File: src/rtl/lowpower_ctl.sv
module lowpower_ctl #(
  parameter int NCORES = 2,
  parameter int NWAKE  = 5
) (
  input  logic              clk,
  input  logic              rst,
  input  logic [NCORES-1:0] core_halt_req,
  input  logic              clk_stop_req,
  input  logic              snoop_req,
  input  logic              snoop_done,
  input  logic [NWAKE-1:0]  wake_irq,
  input  logic              smi_ret,
  input  logic              smi_ret_halt,
  output logic [2:0]        state_o,
  output logic [NCORES-1:0] core_halted,
  output logic              halt_cycle,
  output logic              stop_ack,
  output logic              snoop_en
);
  localparam logic [2:0] S_NORM = 3'd0;
  localparam logic [2:0] S_HALT = 3'd1;
  localparam logic [2:0] S_HSNP = 3'd2;
  localparam logic [2:0] S_SG   = 3'd3;
  localparam logic [2:0] S_SSNP = 3'd4;

  logic [2:0]        state, nxt;
  logic [NCORES-1:0] halted, nxt_halted, merged;
  logic              from_halt, nxt_from_halt;
  logic              pend, nxt_pend;
  logic              wake;

  assign wake   = |wake_irq;
  assign merged = halted | core_halt_req;

  always_comb begin
    nxt           = state;
    nxt_halted    = halted;
    nxt_from_halt = from_halt;
    nxt_pend      = pend;
    case (state)
      S_NORM: begin
        if (clk_stop_req) begin
          nxt           = S_SG;
          nxt_from_halt = 1'b0;
          nxt_pend      = 1'b0;
        end else if (wake) begin
          nxt_halted = '0;
        end else if (smi_ret && smi_ret_halt) begin
          nxt        = S_HALT;
          nxt_halted = '1;
        end else begin
          nxt_halted = merged;
          if (&merged) nxt = S_HALT;
        end
      end
      S_HALT: begin
        if (wake) begin
          nxt        = S_NORM;
          nxt_halted = '0;
        end else if (clk_stop_req) begin
          nxt           = S_SG;
          nxt_from_halt = 1'b1;
          nxt_pend      = 1'b0;
        end else if (snoop_req) begin
          nxt = S_HSNP;
        end
      end
      S_HSNP: if (snoop_done) nxt = S_HALT;
      S_SG: begin
        if (!clk_stop_req) begin
          nxt_pend = 1'b0;
          if (from_halt && !pend) nxt = S_HALT;
          else begin
            nxt        = S_NORM;
            nxt_halted = '0;
          end
        end else begin
          nxt_pend = pend | wake;
          if (snoop_req) nxt = S_SSNP;
        end
      end
      S_SSNP: begin
        nxt_pend = pend | wake;
        if (snoop_done) nxt = S_SG;
      end
      default: nxt = S_NORM;
    endcase
  end

  always_ff @(posedge clk) begin
    if (rst) begin
      state      <= S_NORM;
      halted     <= '0;
      from_halt  <= 1'b0;
      pend       <= 1'b0;
      halt_cycle <= 1'b0;
      stop_ack   <= 1'b0;
    end else begin
      state      <= nxt;
      halted     <= nxt_halted;
      from_halt  <= nxt_from_halt;
      pend       <= nxt_pend;
      halt_cycle <= (state == S_NORM) && (nxt == S_HALT);
      stop_ack   <= (state == S_SG || state == S_SSNP) && (nxt == S_SG || nxt == S_SSNP);
    end
  end

  assign state_o     = state;
  assign core_halted = halted;
  assign snoop_en    = (state != S_NORM);

  AST_STATE_LEGAL: assert property (@(posedge clk) disable iff (rst) state_o <= 3'd4);
  AST_HALT_ALL: assert property (@(posedge clk) disable iff (rst) (state_o == S_HALT) |-> (&core_halted));
  AST_PULSE_ENTRY: assert property (@(posedge clk) disable iff (rst) halt_cycle |-> (state_o == S_HALT && $past(state_o) == S_NORM));
  AST_WAKE_HALT: assert property (@(posedge clk) disable iff (rst) (state_o == S_HALT && wake) |=> (state_o == S_NORM && core_halted == '0));
  AST_RST_WINS: assert property (@(posedge clk) rst |=> (state_o == S_NORM && core_halted == '0 && !stop_ack && !halt_cycle));
  AST_ACK_SG: assert property (@(posedge clk) disable iff (rst) stop_ack |-> ((state_o == S_SG || state_o == S_SSNP) && ($past(state_o) == S_SG || $past(state_o) == S_SSNP)));
  AST_SNOOP_HOLD: assert property (@(posedge clk) disable iff (rst) (state_o == S_HSNP && !snoop_done) |=> (state_o == S_HSNP));
endmodule

File: config.mk
export PLATFORM = sky130hd
export DESIGN_NAME = lowpower_ctl
export DESIGN_NICKNAME = d
export VERILOG_FILES = /design/src/rtl/lowpower_ctl.sv
export SDC_FILE = /design/constraint.sdc
export NUM_CORES = 1
export LEC_CHECK = 0
export ABC_CLOCK_PERIOD_IN_PS = 5300
export BUFFER_PORTS_ARGS = -buffer_cell sky130_fd_sc_hd__buf_2
export CAP_MARGIN = 20
export CELL_PAD_IN_SITES_DETAIL_PLACEMENT = 0
export CELL_PAD_IN_SITES_GLOBAL_PLACEMENT = 1
export CORE_MARGIN = 2
export CORE_UTILIZATION = 34
export DETAILED_ROUTE_END_ITERATION = 10
export PLACE_DENSITY = 0.9
export SYNTH_ARGS = -nofsm -noshare
export SYNTH_HDL_FRONTEND = slang
export SYNTH_SLANG_ARGS = --single-unit
File: constraint.sdc
create_clock -name clk -period 5.3 [get_ports clk]
set_input_delay 0.795 -clock clk [delete_from_list [all_inputs] [get_ports clk]]
set_output_delay 0.795 -clock clk [all_outputs]
set_load 0.03 [all_outputs]
==> flow_summary_export.csv, run 1 <==
group,metric,value,unit
outcome,status,"completed",
setup_path,critPathArrivalTime,2.31,ns
detailed_routing,drtPass1Iterations,4,
cells_and_area,fin_util,0.456,
placed_design,dp_hpwl,1.06,mm
timing,worst_pin_slew,0.784,ns
cells_and_area,diodes,0,
pwr,p_comb_frac,0.280,
timing,setup_viol,0,
timing,drv_slew,0,
setup_path,cp_num_buf_inv,1,
placed_design,place_area,669,um2
clocking,cts_resized,0,
floorplanning,io_pins,22,
logic_synthesis,avgSynthCellArea,7.89,um2
detailed_routing,drc_errors,0,
grt,use_met2,0.261,
logic_synthesis,yosysTopAreaCell,"dfxtp_1",
timing,fin_crit,2.14,ns
logic_synthesis,synth.ff_latch_count,9,
logic_synthesis,yosys_warnings,0,
logic_synthesis,ys_seq_area_frac,0.321,
logic_synthesis,syn-cell-area,561,um2
pwr,powerDensity,259,nW/um2
pwr,clockPowerShare,0.283,
setup_path,cp-startpoint,"wake_irq[1]",
clocking,clock-sinks,9,
cells_and_area,syn_to_final_growth,24.1,%
pwr,intPower,0.121,mW
timing,post-route-period-util,0.404,
logic_synthesis,syn_inst,71,
grt,use_met1,0.188,
run,drv_cap,0,
setup_path,critical_path.max_stage_delay,0.52,ns
detailed_routing,dr.first_iter.drc_count,7,
setup_path,crit_type,"in2reg",
floorplanning,die_y,44.6,um
placed_design,port_buffers,21,
detailed_routing,vias_per_cell,5.54,
detailed_routing,vias,598,
pwr,power_frac_seq,0.437,
floorplanning,die_area,1990,um2
detailed_routing,avgRoutedWirePerCell,12.2,um
clocking,cts_tree,"done",
timing,max_freq,467,MHz
clocking,cts_buffers,3,
cells_and_area,nNetsFinal,107,
grt,grt_overflow,0,
hold_path,hold_class,"reg2reg",
grt,grt.busiest_layer,"met2",
pwr,ir_drop,0.167,mV
hold_path,min_from,"core_halted[1]",
cells_and_area,final_common_cell,"buf_2",
placed_design,placed_cells,104,
floorplanning,rows,14,
logic_synthesis,syn-num-nets,85,
setup_path,cp_max_fo,4,
timing,rsz0062_at_grt,"false",
clocking,clockBufferDepth,2,
placed_design,gp_congestion,0.879,
timing,layout_setup_ws,3.16,ns
setup_path,crit_family,"simple AND/OR/NAND/NOR gates",
setup_path,reg2reg_from,"state_o[2]",
floorplanning,initial_core_util,0.368,
grt,grt_pass1_wl,2.19,mm
clocking,cts_max_level,1,
pwr,p_leak,0.299,nW
grt,antenna_found_initial,0,
setup_path,end_kind,"flip-flop",
timing,relSlewSlack,0.464,
grt,track_usage,0.154,
clocking,ctsHoldBuffers,0,
cells_and_area,design_area,696,um2
detailed_routing,routed_wl,1.32,mm
setup_path,cp.required,5.47,ns
pwr,switching_share,0.328,
clocking,post_cts_buffers,0,
clocking,root_buffer,"clkbuf_4",
grt,first_global_vias,497,
cells_and_area,drive_above_1_share,0.315,
setup_path,crit_chain,"buf_2 > or4_4 > or2_4 > a221o_1 > o211ai_2 > nor4b_2",
setup_path,cp_slowest_cell,"or4_4",
cells_and_area,layout_common_cells,"buf_2, nor2_1, dfxtp_1",
clocking,clkTransAtPathRegs,0.05,ns
logic_synthesis,yosysTopAreaCellShare,0.321,
floorplanning,core,1520,um2
clocking,clk_latency,0.26,ns
floorplanning,die_w,44.6,um
cells_and_area,fill_cells,156,
timing,setup_tns,0,ns
setup_path,cp-start-kind,"input port",
logic_synthesis,yosysUniqueCellTypes,32,
pwr,p_switching,0.0592,mW
timing,fin_worst_skew,0.00403,ns
detailed_routing,antenna_left,0,
timing,hold_viol,0,
logic_synthesis,synthTopCellsByArea,"dfxtp_1, a21oi_1, nor2_1",
placed_design,place_ws,2.91,ns
cells_and_area,stdcell_count,108,
setup_path,r2r_slack,3.36,ns
grt,grtUsageMet3,0.0735,
grt,grt_max_degree,15,
## Yosys cell counts, drive strengths merged
| library cell | count |
|---|---|
| or2 | 1 |
| a31oi | 1 |
| xor2 | 1 |
| a21oi | 8 |
| a221o | 1 |
| or4 | 1 |
| nand3 | 1 |
| nor2b | 3 |
| dfxtp | 9 |
| nand2b | 2 |
| or3 | 1 |
| nor3 | 4 |
| o22ai | 1 |
| buf | 1 |
| a21o | 2 |
| and2 | 1 |
| a2111oi | 3 |
| clkinv | 1 |
| o221a | 1 |
| o211ai | 1 |
| nor4b | 1 |
| a32oi | 1 |
| a22oi | 1 |
| a211oi | 3 |
| clkbuf | 3 |
| nand2 | 1 |
| nand3b | 1 |
| a211o | 1 |
| nor2 | 9 |
| o31ai | 1 |
| inv | 4 |
| o21ai | 1 |
## cell type report
| cell class | instances | area, um2 | area share |
|---|---|---|---|
| flip-flops and latches | 9 | 180 | 0.259 |
| clock buffers | 4 | 26.3 | 0.0378 |
| well taps | 16 | 20.0 | 0.0288 |
| inverters | 5 | 18.8 | 0.0270 |
| multi-input cells | 53 | 345 | 0.496 |
| repair buffers | 21 | 105 | 0.151 |
## per-stage QoR
stage	total power, mW	hold slack, ns
finish	0.180	0.507
global route	0.194	0.549
CTS	0.183	0.513
detailed placement	0.131	0.504
global placement	0.131	0.494
floorplan	0.115	0.489
## power groups by stage
stage / Sequential, mW / Combinational, mW / Clock (mW)
after floorplan: 0.0831 / 0.0317 / 0
after global placement: 0.0806 / 0.0503 / 0
final: 0.0789 / 0.0505 / 0.0510
after detailed placement: 0.0803 / 0.0507 / 0
after global routing: 0.0800 / 0.0561 / 0.0578
after CTS: 0.0788 / 0.0508 / 0.0534
## sequential cells by signal (all words and copies together), names as in the netlist
register,flops
core_halted,2
pend,1
halt_cycle,1
stop_ack,1
state_o,3
from_halt,1
## layer usage
| metal | up-vias | part of all wire | wire [um] |
|---|---|---|---|
| li1 | 308 | - | - |
| met1 | 275 | 0.46 | 600 |
| met3 | 0 | 0.051 | 67 |
| met4 | 0 | 0 | 0 |
| met5 | - | 0 | 0 |
| met2 | 15 | 0.49 | 649 |
## cells by family after synthesis
group,count (synthesis),synth area share
buffers and inverters,9,0.0625
XOR/XNOR,1,0.0156
flip-flops,9,0.321
AO/OA/AOI/OAI,26,0.335
AND/OR/NAND/NOR,26,0.266
## path summary, 6_finish.rpt
kind / end / cells after the start
worst min register to register: core_halted[1] / 2
worst max-delay path: halt_cycle / 6
worst min-delay path: core_halted[1] / 2
worst max register to register: core_halted[0] / 5
## worst reg2reg max path, stage by stage, from the launching register on
cell	delay, ns
dfxtp_1	0.54
nand3b_1	0.23
a21oi_1	0.08
or3_1	0.38
a21o_1	0.18
a2111oi_0	0.40
Note: power is estimated with default switching activity, not from simulation.
==> inputs of run 2 (changes only) <==
==> config.mk (replaced) <==
export PLATFORM = sky130hd
export DESIGN_NAME = lowpower_ctl
export DESIGN_NICKNAME = d
export VERILOG_FILES = /design/src/rtl/lowpower_ctl.sv
export SDC_FILE = /design/constraint.sdc
export NUM_CORES = 1
export LEC_CHECK = 0
export ABC_CLOCK_PERIOD_IN_PS = 1980
export BUFFER_PORTS_ARGS = -buffer_cell sky130_fd_sc_hd__buf_2
export CAP_MARGIN = 20
export CELL_PAD_IN_SITES_DETAIL_PLACEMENT = 0
export CELL_PAD_IN_SITES_GLOBAL_PLACEMENT = 1
export CORE_MARGIN = 2
export CORE_UTILIZATION = 32
export DETAILED_ROUTE_END_ITERATION = 10
export PLACE_DENSITY = 0.86
export SYNTH_ARGS = -nofsm -noshare
export SYNTH_HDL_FRONTEND = slang
export SYNTH_SLANG_ARGS = --single-unit
==> constraint.sdc (replaced) <==
create_clock -name clk -period 1.98 [get_ports clk]
set_input_delay 0.297 -clock clk [delete_from_list [all_inputs] [get_ports clk]]
set_output_delay 0.297 -clock clk [all_outputs]
set_load 0.03 [all_outputs]
==> flow_summary_export.csv, run 2 (synthesis results as in run 1) <==
group,metric,value,unit
detailed_routing,vias,644,
clocking,ctsHoldBuffers,0,
cells_and_area,fill_cells,184,
detailed_routing,vias_per_cell,5.60,
setup_path,critPathArrivalTime,1.90,ns
timing,relSlewSlack,0.745,
floorplanning,die_area,2100,um2
setup_path,cp_slowest_cell,"dfxtp_1",
clocking,clk_latency,0.27,ns
timing,fin_worst_skew,0.00491,ns
placed_design,gp_congestion,0.879,
pwr,p_comb_frac,0.302,
cells_and_area,multi_input_area,345,um2
floorplanning,die_w,45.9,um
grt,grt_overflow,0,
hold_path,hold_class,"in2reg",
clocking,post_cts_buffers,0,
pwr,p_switching,0.168,mW
cells_and_area,design_area,742,um2
cells_and_area,drive_above_1_share,0.357,
cells_and_area,nNetsFinal,113,
setup_path,cp_max_fo,8,
placed_design,place_ws,0.0770,ns
timing,max_freq,574,MHz
cells_and_area,seqCellArea,180,um2
detailed_routing,antenna_left,0,
timing,worst_pin_slew,0.373,ns
cells_and_area,diodes,0,
pwr,switching_share,0.335,
clocking,cts_buffers,3,
cells_and_area,largest_register_ffs,3,
setup_path,crit_chain,"nand3b_1 > a21oi_1 > or3_1 > a21o_1 > a2111oi_0",
setup_path,critical_path.max_stage_delay,0.48,ns
pwr,clockPowerShare,0.282,
grt,grt_pass1_wl,2.39,mm
grt,track_usage,0.163,
outcome,status,"completed",
floorplanning,core,1690,um2
clocking,clkTransAtPathRegs,0.06,ns
pwr,power_frac_seq,0.416,
pwr,ir_drop,0.392,mV
placed_design,dp_hpwl,1.18,mm
clocking,root_buffer,"clkbuf_4",
floorplanning,rows,15,
timing,hold_viol,0,
timing,layout_setup_ws,0.237,ns
cells_and_area,final_common_cell,"buf_2",
run,drv_cap,0,
cells_and_area,layout_common_cells,"buf_2, nor2_1, dfxtp_1",
pwr,powerDensity,678,nW/um2
setup_path,end_kind,"flip-flop",
setup_path,cp.required,2.13,ns
setup_path,crit_type,"reg2reg",
placed_design,place_area,716,um2
placed_design,port_buffers,21,
detailed_routing,routed_wl,1.53,mm
grt,antenna_found_initial,0,
timing,drv_slew,0,
timing,rsz0062_at_grt,"false",
detailed_routing,drc_errors,0,
grt,first_global_vias,564,
setup_path,cp-start-kind,"flip-flop",
detailed_routing,drtPass1Iterations,4,
grt,grt_max_degree,12,
clocking,clockBufferDepth,2,
floorplanning,io_pins,22,
timing,setup_tns,0,ns
floorplanning,initial_core_util,0.332,
clocking,cts_max_level,1,
detailed_routing,avgRoutedWirePerCell,13.3,um
pwr,intPower,0.335,mW
floorplanning,die_y,45.9,um
setup_path,ff2ff_path_depth,5,
cells_and_area,syn_to_final_growth,32.4,%
cells_and_area,top_register,"state_o",
hold_path,worstHoldPathCells,2,
timing,setup_viol,0,
clocking,cts_tree,"done",
detailed_routing,dr.first_iter.drc_count,20,
timing,post-route-period-util,0.880,
timing,fin_crit,1.74,ns
clocking,cts_resized,0,
clocking,clock-sinks,9,
pwr,p_leak,0.329,nW
run 2: metrics by stage:
step	hold slack [ns]	utilization	instances	total power, mW
4_1_cts	0.297	0.439	115	0.511
6_report	0.305	0.439	115	0.503
5_1_grt	0.306	0.439	115	0.540
2_1_floorplan	0.368	-	71	0.307
3_5_place_dp	0.496	0.424	111	0.365
3_3_place_gp	0.483	0.424	111	0.364
run 2: path summary, 6_finish.rpt:
check / startpoint / end / slack [ns]
min: rst / from_halt / 0.30
max: state_o[2] / core_halted[1] / 0.24
min reg2reg: core_halted[0] / core_halted[0] / 0.50
max reg2reg: state_o[2] / core_halted[1] / 0.24
run 2: routing by layer:
| layer | track usage | part of all wire | wire length, um | vias up |
|---|---|---|---|---|
| met5 | 0 | 0 | 0 | - |
| li1 | - | - | - | 321 |
| met2 | 0.275 | 0.51 | 784 | 22 |
| met3 | 0.0754 | 0.059 | 90 | 4 |
| met4 | 0.0686 | 0.015 | 23 | 0 |
| met1 | 0.172 | 0.41 | 635 | 297 |
run 2: layout make-up:
| cell class | count | share of cell area |
|---|---|---|
| inverter | 5 | 0.0253 |
| multi-input combinational | 53 | 0.465 |
| clock buffer | 4 | 0.0354 |
| sequential | 9 | 0.243 |
| timing repair buffer | 27 | 0.202 |
| tap | 17 | 0.0287 |
run 2: power by group through the flow:
stage               sequential (mW)  combinational (mW)  clock [mW]
finish                        0.209               0.152       0.142
global route                  0.211               0.167       0.162
CTS                           0.209               0.152       0.150
detailed placement            0.213               0.152           0
global placement              0.213               0.151           0
floorplan                     0.223              0.0849           0
run 2: worst max-delay path, delay by kind of cell, from the launching register on:
| kind | cells | cell delay (ns) |
|---|---|---|
| simple gates | 2 | 0.55 |
| compound gates | 3 | 0.60 |
| flops | 1 | 0.48 |
==> inputs of run 3 (changes only) <==
--- a/config.mk
+++ b/config.mk
@@ -13,7 +13,8 @@
 export CORE_MARGIN = 2
 export CORE_UTILIZATION = 32
 export DETAILED_ROUTE_END_ITERATION = 10
-export PLACE_DENSITY = 0.86
+export GPL_TIMING_DRIVEN = 0
+export PLACE_DENSITY_LB_ADDON = 0.1
 export SYNTH_ARGS = -nofsm -noshare
 export SYNTH_HDL_FRONTEND = slang
 export SYNTH_SLANG_ARGS = --single-unit
==> flow_summary_export.csv, run 3 (synthesis results as in run 1) <==
group,metric,value,unit
outcome,status,"completed",
detailed_routing,wl_met1,683,um
grt,antenna_found_initial,0,
placed_design,gp_congestion,0.724,
setup_path,ff2ff_path_depth,6,
run,drv_cap,0,
floorplanning,die_area,2100,um2
timing,post-route-period-util,0.900,
floorplanning,die_w,45.9,um
cells_and_area,diodes,0,
setup_path,cp.required,2.11,ns
detailed_routing,routed.top_layer,"met3",
clocking,cts_tree,"done",
timing,fin_crit,1.78,ns
timing,max_freq,561,MHz
setup_path,critical_path.max_stage_delay,0.37,ns
floorplanning,rows,15,
setup_path,crit_chain,"buf_2 > nand3b_1 > a21oi_1 > or3_1 > a21o_1 > a2111oi_0",
setup_path,crit_path_end,"core_halted[0]",
grt,grt_max_degree,11,
setup_path,r2r_slack,0.20,ns
detailed_routing,wl_met2,679,um
detailed_routing,vias,611,
timing,relSlewSlack,0.630,
clocking,clockBufferDepth,2,
detailed_routing,met3_length,71,um
setup_path,crit_family,"compound AO/OA/AOI/OAI gates",
detailed_routing,vias_per_cell,5.46,
clocking,root_buffer,"clkbuf_4",
pwr,p_leak,0.304,nW
clocking,clk_latency,0.26,ns
setup_path,cp-startpoint,"state_o[0]",
pwr,powerDensity,695,nW/um2
placed_design,port_buffers,20,
timing,worst_pin_slew,0.554,ns
cells_and_area,syn_to_final_growth,26.6,%
hold_path,hold_class,"in2reg",
cells_and_area,nNetsFinal,110,
detailed_routing,antenna_left,0,
floorplanning,io_pins,22,
timing,drv_slew,0,
detailed_routing,routed_wl,1.43,mm
timing,rsz0062_at_grt,"false",
floorplanning,die_y,45.9,um
timing,hold_viol,0,
clocking,cts_buffers,3,
cells_and_area,largest_register_ffs,3,
pwr,ir_drop,0.330,mV
setup_path,cp_slowest_cell,"or3_1",
setup_path,cp.depth,6,
setup_path,cp_num_buf_inv,1,
floorplanning,initial_core_util,0.332,
cells_and_area,fin_util,0.420,
setup_path,cp-start-kind,"flip-flop",
setup_path,end_kind,"flip-flop",
clocking,clock-sinks,9,
clocking,clkTransAtPathRegs,0.07,ns
setup_path,reg2reg_from,"state_o[0]",
setup_path,crit_type,"reg2reg",
setup_path,r2r_end,"core_halted[0]",
grt,first_global_vias,523,
timing,setup_viol,0,
placed_design,dp_hpwl,1.11,mm
setup_path,critPathArrivalTime,1.92,ns
cells_and_area,layout_common_cells,"buf_2, nor2_1, dfxtp_1",
cells_and_area,final_common_cell,"buf_2",
setup_path,cp_max_fo,10,
floorplanning,core,1690,um2
cells_and_area,top_register,"state_o",
clocking,ctsHoldBuffers,0,
cells_and_area,drive_above_1_share,0.305,
grt,track_usage,0.146,
grt,grt_overflow,0,
detailed_routing,avgRoutedWirePerCell,12.8,um
detailed_routing,drc_errors,0,
timing,fin_worst_skew,0.0108,ns
detailed_routing,dr.first_iter.drc_count,19,
timing,hold_ws,0.346,ns
detailed_routing,drtPass1Iterations,4,
clocking,cts_max_level,1,
grt,grt_pass1_wl,2.19,mm
cells_and_area,fill_cells,185,
## run 3: cell count changes in the layout (fill, tap and decap cells not counted)
cell,change
a2111oi_1,+1
buf_4,-6
clkbuf_1,+3
a2111oi_0,-1
## run 3: cell type report
type,instances,area (um2),share of cell area
Tap cell,17,21.3,0.0300
Timing Repair Buffer,20,100,0.141
Clock buffer,4,26.3,0.0370
Multi-Input combinational cell,53,347,0.489
Sequential cell,9,180,0.254
Inverter,5,18.8,0.0265
Buffer,4,16.3,0.0229
## run 3: where the power goes
group	switching, mW	internal, mW	total (mW)
logic	0.0932	0.0564	0.150
clock network	0.0647	0.0775	0.142
registers	0.00830	0.193	0.201
total	0.166	0.327	0.493
## run 3: how the worst min path moves through the flow
stage / slack (ns) / to / startpoint / cells past startpoint
2_1_floorplan: 0.37 / halt_cycle / rst / 1
3_3_place_gp: 0.51 / core_halted[0] / core_halted[0] / 2
3_5_place_dp: 0.50 / core_halted[1] / core_halted[1] / 2
4_1_cts: 0.33 / from_halt / rst / 2
5_1_grt: 0.35 / from_halt / rst / 2
6_report: 0.35 / from_halt / rst / 2
## run 3: per-stage QoR
| stage | std cells | worst slack, ns | setup TNS [ns] | power, mW | cell area, um2 |
|---|---|---|---|---|---|
| 5_1_grt | 112 | 0.0379 | 0 | 0.522 | 709 |
| 3_5_place_dp | 108 | 0.0122 | 0 | 0.354 | 682 |
| 6_report | 112 | 0.198 | 0 | 0.493 | 709 |
| 4_1_cts | 112 | 0.109 | 0 | 0.500 | 708 |
| 3_3_place_gp | 108 | -0.0129 | -0.0129 | 0.355 | 682 |
| 2_1_floorplan | 71 | 0.197 | 0 | 0.307 | 561 |
## run 3: what timing repair did
item | CTS | global route
setup endpoints to repair | 0 | 1
setup buffers | 0 | 0
resized for setup | 0 | 1
## run 3: metal layers
layer	vias up	global-route usage
met1	282	0.192
met3	0	0.0357
met4	0	0.0343
met5	-	0
met2	18	0.239
li1	311	-
